[config.mk]
export PLATFORM = sky130hd
export DESIGN_NAME = i2c_byte_master
export DESIGN_NICKNAME = d
export VERILOG_FILES = /design/src/rtl/i2c_byte_master.sv
export SDC_FILE = /design/constraint.sdc
export NUM_CORES = 1
export LEC_CHECK = 0
export ABC_AREA = 0
export CAP_MARGIN = 0
export CELL_PAD_IN_SITES_DETAIL_PLACEMENT = 1
export CELL_PAD_IN_SITES_GLOBAL_PLACEMENT = 1
export CORE_MARGIN = 4
export CORE_UTILIZATION = 38
export CTS_CLUSTER_DIAMETER = 120
export DETAILED_ROUTE_END_ITERATION = 8
export PLACE_DENSITY_LB_ADDON = 0.2
export RECOVER_POWER = 100
export SYNTH_ARGS = -nofsm -noshare
export SYNTH_HDL_FRONTEND = slang
export SYNTH_SLANG_ARGS = --single-unit
[constraint.sdc]
create_clock -name clk -period 2.4 [get_ports clk]
set_input_delay 0.72 -clock clk [delete_from_list [all_inputs] [get_ports clk]]
set_output_delay 0.72 -clock clk [all_outputs]
set_load 0.05 [all_outputs]
[src/rtl/i2c_byte_master.sv]
module i2c_byte_master #(
  parameter int DIV_W = 8
) (
  input  logic       clk,
  input  logic       rst_n,
  input  logic [4:0] reg_addr,
  input  logic       reg_wr,
  input  logic       reg_rd,
  input  logic [7:0] reg_wdata,
  output logic [7:0] reg_rdata,
  output logic       irq,
  input  logic       scl_i,
  input  logic       sda_i,
  output logic       scl_oe,
  output logic       sda_oe
);
  localparam int CW = DIV_W + 1;
  localparam logic [4:0] A_DIV = 5'h04, A_CTL = 5'h08, A_STS = 5'h0C,
                         A_DAT = 5'h10, A_FLT = 5'h14;
  localparam int B_EN = 7, B_IE = 6, B_MS = 5, B_TX = 4, B_NK = 3, B_RS = 2;

  typedef enum logic [3:0] {IDLE, ST_A, HOLD, BIT_L, BIT_H,
                            SP_A, SP_B, SP_C, RS_A, RS_B} st_t;

  st_t st;
  logic [DIV_W-1:0] div_q;
  logic [7:0] flt_q, ctl, dat, sh, scnt;
  logic mcf, mal, mif, rxak, busy, tx_q, tx_pend, rd_pend;
  logic [3:0] bitn;
  logic [CW-1:0] cnt;
  logic [1:0] s1, s2, smp, lf, lf_q;

  wire wr_div = reg_wr && reg_addr == A_DIV;
  wire wr_ctl = reg_wr && reg_addr == A_CTL;
  wire wr_sts = reg_wr && reg_addr == A_STS;
  wire wr_dat = reg_wr && reg_addr == A_DAT;
  wire wr_flt = reg_wr && reg_addr == A_FLT;
  wire rd_dat = reg_rd && reg_addr == A_DAT;

  wire [CW-1:0] half = CW'(div_q) + CW'(3);
  wire scl_f = lf[1];
  wire sda_f = lf[0];
  wire cnt_run = !(st inside {BIT_H, SP_B, RS_B}) || scl_f;
  wire done = cnt_run && (cnt == half - CW'(1));
  wire master_on = ctl[B_EN] && ctl[B_MS];

  assign irq = mif & ctl[B_IE];

  always_comb begin
    case (reg_addr)
      A_DIV:   reg_rdata = 8'(div_q);
      A_CTL:   reg_rdata = ctl;
      A_STS:   reg_rdata = {mcf, 1'b0, busy, mal, 2'b00, mif, rxak};
      A_DAT:   reg_rdata = dat;
      A_FLT:   reg_rdata = flt_q;
      default: reg_rdata = 8'h00;
    endcase
  end

  // input synchronizer and sampling filter
  always_ff @(posedge clk or negedge rst_n) begin
    if (!rst_n) begin
      s1 <= 2'b11; s2 <= 2'b11; smp <= 2'b11; lf <= 2'b11; lf_q <= 2'b11;
      scnt <= '0; busy <= 1'b0;
    end else begin
      s1 <= {scl_i, sda_i};
      s2 <= s1;
      lf_q <= lf;
      if (scnt >= flt_q) begin
        scnt <= '0;
        smp <= s2;
        if (s2[1] == smp[1]) lf[1] <= s2[1];
        if (s2[0] == smp[0]) lf[0] <= s2[0];
      end else begin
        scnt <= scnt + 8'd1;
      end
      if (lf_q[1] && lf[1] && lf_q[0] && !lf[0]) busy <= 1'b1;
      else if (lf_q[1] && lf[1] && !lf_q[0] && lf[0]) busy <= 1'b0;
    end
  end

  always_ff @(posedge clk or negedge rst_n) begin
    if (!rst_n) begin
      st <= IDLE; div_q <= '0; flt_q <= '0; ctl <= '0; dat <= '0; sh <= '0;
      mcf <= 1'b0; mal <= 1'b0; mif <= 1'b0; rxak <= 1'b0;
      tx_q <= 1'b0; tx_pend <= 1'b0; rd_pend <= 1'b0;
      bitn <= '0; cnt <= '0; scl_oe <= 1'b0; sda_oe <= 1'b0;
    end else begin
      if (wr_div) div_q <= DIV_W'(reg_wdata);
      if (wr_flt) flt_q <= reg_wdata;
      if (wr_ctl) ctl <= reg_wdata;
      if (wr_dat) begin
        dat <= reg_wdata;
        if (master_on) tx_pend <= 1'b1;
      end
      if (rd_dat && master_on && !ctl[B_TX]) rd_pend <= 1'b1;
      if (wr_sts) begin
        mal <= mal & reg_wdata[4];
        mif <= mif & reg_wdata[1];
      end
      if (cnt_run) cnt <= cnt + CW'(1);

      case (st)
        IDLE: if (master_on) begin
          if (busy) begin
            mal <= 1'b1; mif <= 1'b1; ctl[B_MS] <= 1'b0;
          end else begin
            st <= ST_A; sda_oe <= 1'b1; cnt <= '0;
          end
        end
        ST_A: if (done) begin scl_oe <= 1'b1; st <= HOLD; end
        HOLD: begin
          if (!ctl[B_MS]) begin
            st <= SP_A; sda_oe <= 1'b1; cnt <= '0;
            tx_pend <= 1'b0; rd_pend <= 1'b0;
          end else if (ctl[B_RS]) begin
            st <= RS_A; sda_oe <= 1'b0; cnt <= '0; ctl[B_RS] <= 1'b0;
          end else if (tx_pend && ctl[B_TX]) begin
            st <= BIT_L; bitn <= '0; cnt <= '0; mcf <= 1'b0;
            sh <= dat; tx_q <= 1'b1; tx_pend <= 1'b0;
          end else if (rd_pend && !ctl[B_TX]) begin
            st <= BIT_L; bitn <= '0; cnt <= '0; mcf <= 1'b0;
            tx_q <= 1'b0; rd_pend <= 1'b0;
          end
        end
        BIT_L: begin
          if (cnt == CW'(1))
            sda_oe <= tx_q ? (bitn < 4'd8 && !sh[7]) : (bitn == 4'd8 && !ctl[B_NK]);
          if (done) begin scl_oe <= 1'b0; st <= BIT_H; cnt <= '0; end
        end
        BIT_H: if (done) begin
          if (tx_q && bitn < 4'd8 && !sda_oe && !sda_f) begin
            mal <= 1'b1; mif <= 1'b1; ctl[B_MS] <= 1'b0;
            scl_oe <= 1'b0; sda_oe <= 1'b0; st <= IDLE;
            tx_pend <= 1'b0; rd_pend <= 1'b0;
          end else begin
            scl_oe <= 1'b1; cnt <= '0; bitn <= bitn + 4'd1;
            if (bitn < 4'd8) sh <= {sh[6:0], sda_f};
            else if (tx_q) rxak <= sda_f;
            if (bitn == 4'd8) begin
              st <= HOLD; mcf <= 1'b1; mif <= 1'b1;
              if (!tx_q) dat <= sh;
            end else begin
              st <= BIT_L;
            end
          end
        end
        SP_A: if (done) begin scl_oe <= 1'b0; st <= SP_B; cnt <= '0; end
        SP_B: if (done) begin sda_oe <= 1'b0; st <= SP_C; cnt <= '0; end
        SP_C: if (done) st <= IDLE;
        RS_A: if (done) begin scl_oe <= 1'b0; st <= RS_B; cnt <= '0; end
        RS_B: if (done) begin sda_oe <= 1'b1; st <= ST_A; cnt <= '0; end
        default: st <= IDLE;
      endcase

      if (wr_ctl && !reg_wdata[B_EN]) begin
        st <= IDLE; scl_oe <= 1'b0; sda_oe <= 1'b0;
        tx_pend <= 1'b0; rd_pend <= 1'b0;
      end
    end
  end

  // a lost arbitration leaves the bus and drops master mode
  assert_arb_release_R11: assert property (@(posedge clk) disable iff (!rst_n)
    $rose(mal) |-> (!ctl[B_MS] && !scl_oe && !sda_oe)) else $error("R11 arbitration release");

  // completion arrives with SCL held low and the interrupt flag set
  assert_done_hold_R4: assert property (@(posedge clk) disable iff (!rst_n)
    $rose(mcf) |-> (mif && st == HOLD && scl_oe)) else $error("R4 completion");

  // no completion flag while bits are moving
  assert_mcf_busy_R4: assert property (@(posedge clk) disable iff (!rst_n)
    (st == BIT_L || st == BIT_H) |-> !mcf) else $error("R4 mcf during byte");

  // SDA must not move while SCL is released inside a byte
  assert_sda_stable_R3: assert property (@(posedge clk) disable iff (!rst_n)
    (st == BIT_H && $past(st) == BIT_H) |-> $stable(sda_oe)) else $error("R3 sda moved");

  // acknowledge driven on the ninth receive clock follows the send-NACK bit
  assert_rx_ack_R5: assert property (@(posedge clk) disable iff (!rst_n)
    (st == BIT_H && !tx_q && bitn == 4'd8) |-> (sda_oe == !ctl[B_NK])) else $error("R5 ack drive");
endmodule

==> results of run 1 <==
## cells in the final DEF, fill, tap and decap left out, types with 7 or more instances in the layout
cell type         n
o22a_1           10
dfstp_2           8
buf_12           10
inv_1            23
buf_4            38
nor3_1            9
dfrtp_1          73
ha_1             13
and3_1            9
a21oi_1          24
o21ai_0          23
buf_6             8
mux2_2           24
xor2_1           12
nand2b_1          8
clkdlybuf4s50_1  10
nand4_1           7
nand2_2          11
nand2_1          25
nor2_1           53
clkbuf_1         10
o211ai_1          8
nand3_1          14
a222oi_1          8
mux2i_1          11
xnor2_1          11
clkbuf_16         9
## cell families (layout without fill, tap and decap cells)
group	count (synthesis)	count (layout)
simple gates	171	172
compound gates	127	127
flops	85	85
buf+inv	45	125
mux	36	36
xor+xnor	23	23
fa+ha+maj	14	14
## power groups by stage
stage | Sequential [W] | Clock [W] | Combinational (W)
global placement | 0.00225 | 0 | 0.00235
global route | 0.00230 | 0.00155 | 0.00280
detailed placement | 0.00226 | 0 | 0.00245
finish | 0.00225 | 0.00145 | 0.00253
floorplan | 0.00215 | 0 | 0.00155
CTS | 0.00224 | 0.00148 | 0.00253
## worst paths after layout
kind	start	end	slack, ps	cells past startpoint
min reg2reg	s1[0]	s2[0]	350	0
max reg2reg	div_q[2]	rxak	-20	9
max in group asynchronous	rst_n	div_q[4]	380	2
min	s1[0]	s2[0]	350	0
min in group asynchronous	rst_n	scl_oe	480	1
max	reg_addr[1]	reg_rdata[7]	-130	7
## per-layer routing
| metal | share of wire [%] | up-vias | global-route usage (%) |
|---|---|---|---|
| li1 | - | 1986 | - |
| met4 | 2.5 | 0 | 8.50 |
| met5 | 0 | - | 0 |
| met2 | 49 | 96 | 36.0 |
| met3 | 3.4 | 26 | 3.46 |
| met1 | 46 | 2188 | 29.8 |
## state kept, by name, indices dropped and copies added, names as in the netlist
signal,count
bitn,4
flt_q,8
lf_q,2
mcf,1
ctl,8
rd_pend,1
mif,1
lf,2
dat,8
mal,1
cnt,9
busy,1
scl_oe,1
s2,2
sda_oe,1
sh,8
tx_pend,1
st,4
rxak,1
div_q,8
smp,2
scnt,8
tx_q,1
s1,2
## through the flow
step,TNS (ps),instance area [sq um],worst slack (ps)
2_1_floorplan,-3.77,4850,-3.77
3_3_place_gp,-8290,5760,-565
3_5_place_dp,-13910,5760,-652
4_1_cts,-668,6190,-127
5_1_grt,-3560,6200,-194
6_report,-919,6200,-134
## what timing repair did
item                                    4_1_cts  5_1_grt
endpoints found under the setup margin       33       39
cloned                                        1        0
hold buffers                                  0        0
gates resized for setup                      52       25
setup buffers                                 3        0
pin swaps                                    17        9
## final cells by class
type | instances | area (sq um) | area share, %
tap | 168 | 210 | 3.39
multi-input combinational | 372 | 2660 | 42.8
clock buffer | 10 | 229 | 3.69
clock inverter | 6 | 71.3 | 1.15
sequential | 85 | 2140 | 34.5
timing repair buffer | 86 | 807 | 13.0
inverter | 23 | 86.3 | 1.39
==> results.toml, run 1 <==
[status]
status = "complete, but fails checks"
violations = "setup timing"

[yosys]
dominantRegCellSynth = "dfrtp_1"
synth_top_cell_by_area = "dfrtp_1"
synth_cell_type_count = 59
syn_area_sq_mm = 0.00481
async_reset_ff_share_pct = 100
yosys.area_share.simple_pct = 17.6
synthAdderAreaFrac_pct = 3.64
synthTopCellsByArea = "dfrtp_1, mux2_2, dfstp_2"
syn_avg_cell_area_sq_um = 9.59
ys_seq_area_share_pct = 44.5
synth_enable_flop_cells = 0
synth_nets = 534
yosysMostFrequentCell = "dfrtp_1"
synth_top_cell_area_share_pct = 39.1
synth_top_family_by_area = "compound AO/OA/AOI/OAI gates"
synth_warnings = 0
synth_xor_xnor_area_share_pct = 4.19
synth_seq_cells = 85
synth_compound_area_share_pct = 18.2
muxShareOfSynthArea_pct = 8.15
synth_cells = 501
yosys-top-cells-count = "dfrtp_1, nor2_1, nand2_1, o21ai_0"

[timing]
finClkSkew_ps = 6.24
slew_headroom_pct = 35.1
worst_pin_slew_ps = 974
slew_viol_final = 0
rsz0062_at_grt = "true"
whs_ps = 352
min_period_over_period_pct = 106
finalSetupViolations = 11
finalHoldViolations = 0
max_freq_ghz = 0.395
period_minus_slack_ps = 2530
layout_setup_ws_ps = -134

[route]
wire_per_inst_um = 20.4
drc = 0
vias = 4296
dr.pass1.iters = 6
first_iter_violations = 314
detail-route-antenna-nets = 0
via_per_inst = 5.73
wirelength_um = 15300

[place]
globalplace.congestion = 0.872
hpwlAfterDp_um = 11100
place_inst = 730
io_buffers = 29

[clock_tree]
cts.path.max_buffers = 2
h-tree-depth = 3
cts_tree = "done"
clock_latency_ps = 350
cts_made_buffers = 9
cts.clk_slew.worst_paths_ps = 70
clock-root-buffer = "clkbuf_16"
clock_sinks = 85

[setup_path]
crit_top_cell = "nand2_2"
critical_path_class = "in2out"
cp_top_family = "simple AND/OR/NAND/NOR gates"
start_kind = "primary input"
critPathRequiredTime_ps = 1680
path_cells = "buf_8 > nor3_4 > nand2_2 > nor2_4 > a22oi_1 > nand2_2 > buf_12"
cpPeakStageDelay_ps = 250
cp-end-kind = "output port"
cp.arrival_ps = 1810
cp_slowest_cell = "nor3_4"
cp_max_fo = 8
critPathBufInv = 2

[final_layout]
final_nets = 610
utilization_pct = 50.8
instances_no_fill = 750
area_delta_synth_final_pct = 29.1
layout-drive-gt1-share_pct = 26.5
diodes = 0
fillCellCount = 1389

[grt]
antenna_found_initial = 0
grtUsageTotal_pct = 22.1
grt_overflow = 0
grt_pass1_wl_um = 25000
grt_pass1_vias = 4561
grt_max_degree = 38

[floorplan]
num_rows = 40
dieArea_sq_mm = 0.0145
pin_count = 30
core-area_sq_mm = 0.0122
die_x_um = 120
start_util_pct = 39.4
die_y_um = 120

[pwr]
cell_internal_pwr_w = 0.00378
power_switching_w = 0.00245
seqPwrFrac_pct = 36.1
leakagePower_nw = 2.73
total_power_w = 0.00623
power_density_mw_per_mm2 = 1010
comb_power_share_pct = 40.6
power_frac_clock_pct = 23.3
ir_worst_vdd_mv = 0.476
swShare_pct = 39.4

[flow_run]
cap_violations = 0

[hold_path]
hp-class = "reg2reg"
Power figures use the tool's default switching activity.
==> run 2: changes to the inputs <==
--- a/config.mk
+++ b/config.mk
@@ -5,7 +5,7 @@
 export SDC_FILE = /design/constraint.sdc
 export NUM_CORES = 1
 export LEC_CHECK = 0
-export ABC_AREA = 0
+export ABC_AREA = 1
 export CAP_MARGIN = 0
 export CELL_PAD_IN_SITES_DETAIL_PLACEMENT = 1
 export CELL_PAD_IN_SITES_GLOBAL_PLACEMENT = 1
==> run 2 against run 1 <==
  * The flow still finishes with violations (setup timing)
  * Combinational power is 7% higher
  * Synthesized cell count increased by 32%
  * Sequential power increased by 3%
  * Register-to-register slack gained 250 ps
==> results.toml, run 2 <==
[status]
status = "complete, but fails checks"
violations = "setup timing"

[route]
via_per_inst = 5.17
wire_per_inst_um = 17.4
wirelength_um = 15600
wl_met2_um = 7640
top_layer = "met4"
detail-route-antenna-nets = 0
wl_met1_um = 6800
drc = 0
routed-wl-met3_um = 482
dr.pass1.iters = 4
first_iter_violations = 249
vias = 4641

[setup_path]
critical_path_class = "in2out"
critPathBufInv = 4
start_kind = "primary input"
reg2reg_from = "div_q[2]"
path_cells = "buf_6 > nor2_4 > nand2_4 > nor2_4 > nand2_4 > inv_2 > buf_4 > nand2_1 > o2111ai_2 > buf_12"
cp-end-kind = "output port"
r2r_slack_ps = 230
critPathRequiredTime_ps = 1680
cp_slowest_cell = "buf_12"
cp_top_family = "simple AND/OR/NAND/NOR gates"
cp.arrival_ps = 1870
cp_max_fo = 6
r2r_cells = 11
r2r-end = "cnt[1]"
cpPeakStageDelay_ps = 180

[floorplan]
dieArea_sq_mm = 0.0151
start_util_pct = 39.3
core-area_sq_mm = 0.0128
num_rows = 41
die_y_um = 123
pin_count = 30
die_x_um = 123

[yosys]
dominantRegCellSynth = "dfrtp_1"
synth_seq_cells = 85
synthTopCellsByArea = "dfrtp_1, nand2_1, inv_1"
synth_top_family_by_area = "simple AND/OR/NAND/NOR gates"
yosys-top-cells-count = "nand2_1, inv_1, dfrtp_1, o21ai_0, nor2_1"
yosysMostFrequentCell = "nand2_1"
synth_enable_flop_cells = 0
syn_avg_cell_area_sq_um = 7.59
synth_xor_xnor_area_share_pct = 2.44
async_reset_ff_share_pct = 100
synth_compound_area_share_pct = 14.7
synthAdderAreaFrac_pct = 3.49
synth_cells = 661
synth_cell_type_count = 42
synth_top_cell_by_area = "dfrtp_1"
synth_top_cell_area_share_pct = 37.4
synth_nets = 694
synth_warnings = 0
muxShareOfSynthArea_pct = 0
syn_area_sq_mm = 0.00502
yosys.area_share.simple_pct = 28.2
ys_seq_area_share_pct = 42.7

[clock_tree]
cts_hold_buffers = 0
clock-root-buffer = "clkbuf_16"
cts.clk_slew.worst_paths_ps = 70
cts_made_buffers = 9
h-tree-depth = 3
cts_tree = "done"
clock_latency_ps = 350
clock_sinks = 85
cts.path.max_buffers = 2

[hold_path]
whs_path_depth = 0
min_from = "s1[0]"
hp-class = "reg2reg"
whs_endpoint = "s2[0]"

[final_layout]
area_delta_synth_final_pct = 24.0
mostFrequentLayoutCells = "nand2_1, inv_1, dfrtp_1"
final_nets = 753
diodes = 0
final_common_cell = "nand2_1"
largest_reg_flops = 9
fin_area_sq_mm = 0.00622
largest-register = "cnt"
layout-drive-gt1-share_pct = 18.6

[timing]
finalSetupTns_ps = -1130
worst_pin_slew_ps = 1120
rsz0062_at_grt = "true"
period_minus_slack_ps = 2590
min_period_over_period_pct = 108
max_freq_ghz = 0.386
finalSetupViolations = 8
slew_viol_final = 0
layout_setup_ws_ps = -188
slew_headroom_pct = 25.4
finClkSkew_ps = 8.68
finalHoldViolations = 0

[grt]
antenna_found_initial = 0
grt_pass1_vias = 5052
grt_overflow = 0
grtUsageTotal_pct = 22.3
grt_max_degree = 67
grt_pass1_wl_um = 25800

[place]
globalplace.congestion = 0.865
io_buffers = 29
place_area_sq_mm = 0.00577
hpwlAfterDp_um = 11800

[pwr]
ir_worst_vdd_mv = 0.574
power_density_mw_per_mm2 = 1030
leakagePower_nw = 3.01

[flow_run]
cap_violations = 0
[run 2: changes by cell type in the layout (fill, tap and decap cells not counted), moves of 11 or more]
cell | previous run | this run
inv_1 | 23 | 89
mux2i_1 | 11 | 0
buf_4 | 38 | 17
mux2_2 | 24 | 0
nand2_1 | 25 | 175
o21ai_1 | 2 | 15
o21ai_0 | 23 | 57
[run 2: how the worst max path moves through the flow]
stage / start / end / slack [ps] / cells past startpoint
after global routing: reg_addr[0] / reg_rdata[0] / -250 / 10
after global placement: reg_addr[3] / reg_rdata[7] / -600 / 8
after CTS: reg_addr[0] / reg_rdata[7] / -160 / 9
final: reg_addr[0] / reg_rdata[6] / -190 / 10
after detailed placement: reg_addr[3] / reg_rdata[5] / -660 / 8
after floorplan: reg_addr[1] / reg_rdata[0] / -60 / 8
[run 2: report_power, final]
part	switching (W)	internal, W	total (W)
clock network	0.000616	0.000768	0.00138
registers	0.000442	0.00188	0.00232
logic	0.00178	0.000930	0.00271
total	0.00284	0.00358	0.00642
[run 2: layout make-up]
class / instances / area (sq um)
inverters: 99 / 377
multi-input cells: 467 / 2630
well taps: 172 / 215
repair buffers: 58 / 569
fillers: 1549 / 6560
flip-flops and latches: 85 / 2140
clock inverters: 6 / 42.5
clock buffers: 10 / 250
[run 2: per-layer routing]
metal / track usage, % / vias up
met2: 37.0 / 94
li1: - / 2242
met5: 0 / -
met3: 3.98 / 44
met4: 11.3 / 0
met1: 27.8 / 2261
[run 2: cells by family (layout without fill, tap and decap cells)]
group / after synthesis / after routing
simple gates: 313 / 313
compound gates: 126 / 126
buf+inv: 109 / 173
flops: 85 / 85
fa+ha+maj: 14 / 14
xor+xnor: 14 / 14
[run 2: worst register-to-register path, delay by kind of cell, from the launching register on]
kind / cells / cell delay, ps
AOI/OAI and AO/OA: 1 / 400
adders and majority gates: 1 / 240
DFF: 1 / 490
and+or+nand+nor: 9 / 910
[run 2: per-stage QoR]
stage          utilization [%]  power [W]  hold WS (ps)  worst slack, ps  std cells
2_1_floorplan                -    0.00417           345            -64.5        661
3_3_place_gp              45.2    0.00489           346             -599        878
3_5_place_dp              45.2    0.00503           351             -661        878
4_1_cts                   48.5    0.00650           241             -162        894
5_1_grt                   48.7    0.00697           368             -251        897
6_report                  48.7    0.00642           360             -188        897
[run 2: what timing repair did]
item,in CTS,in global routing
gates cloned,0,0
pin swaps,11,7
endpoints found under the setup margin,8,8
setup buffers,1,3
resized for setup,53,4
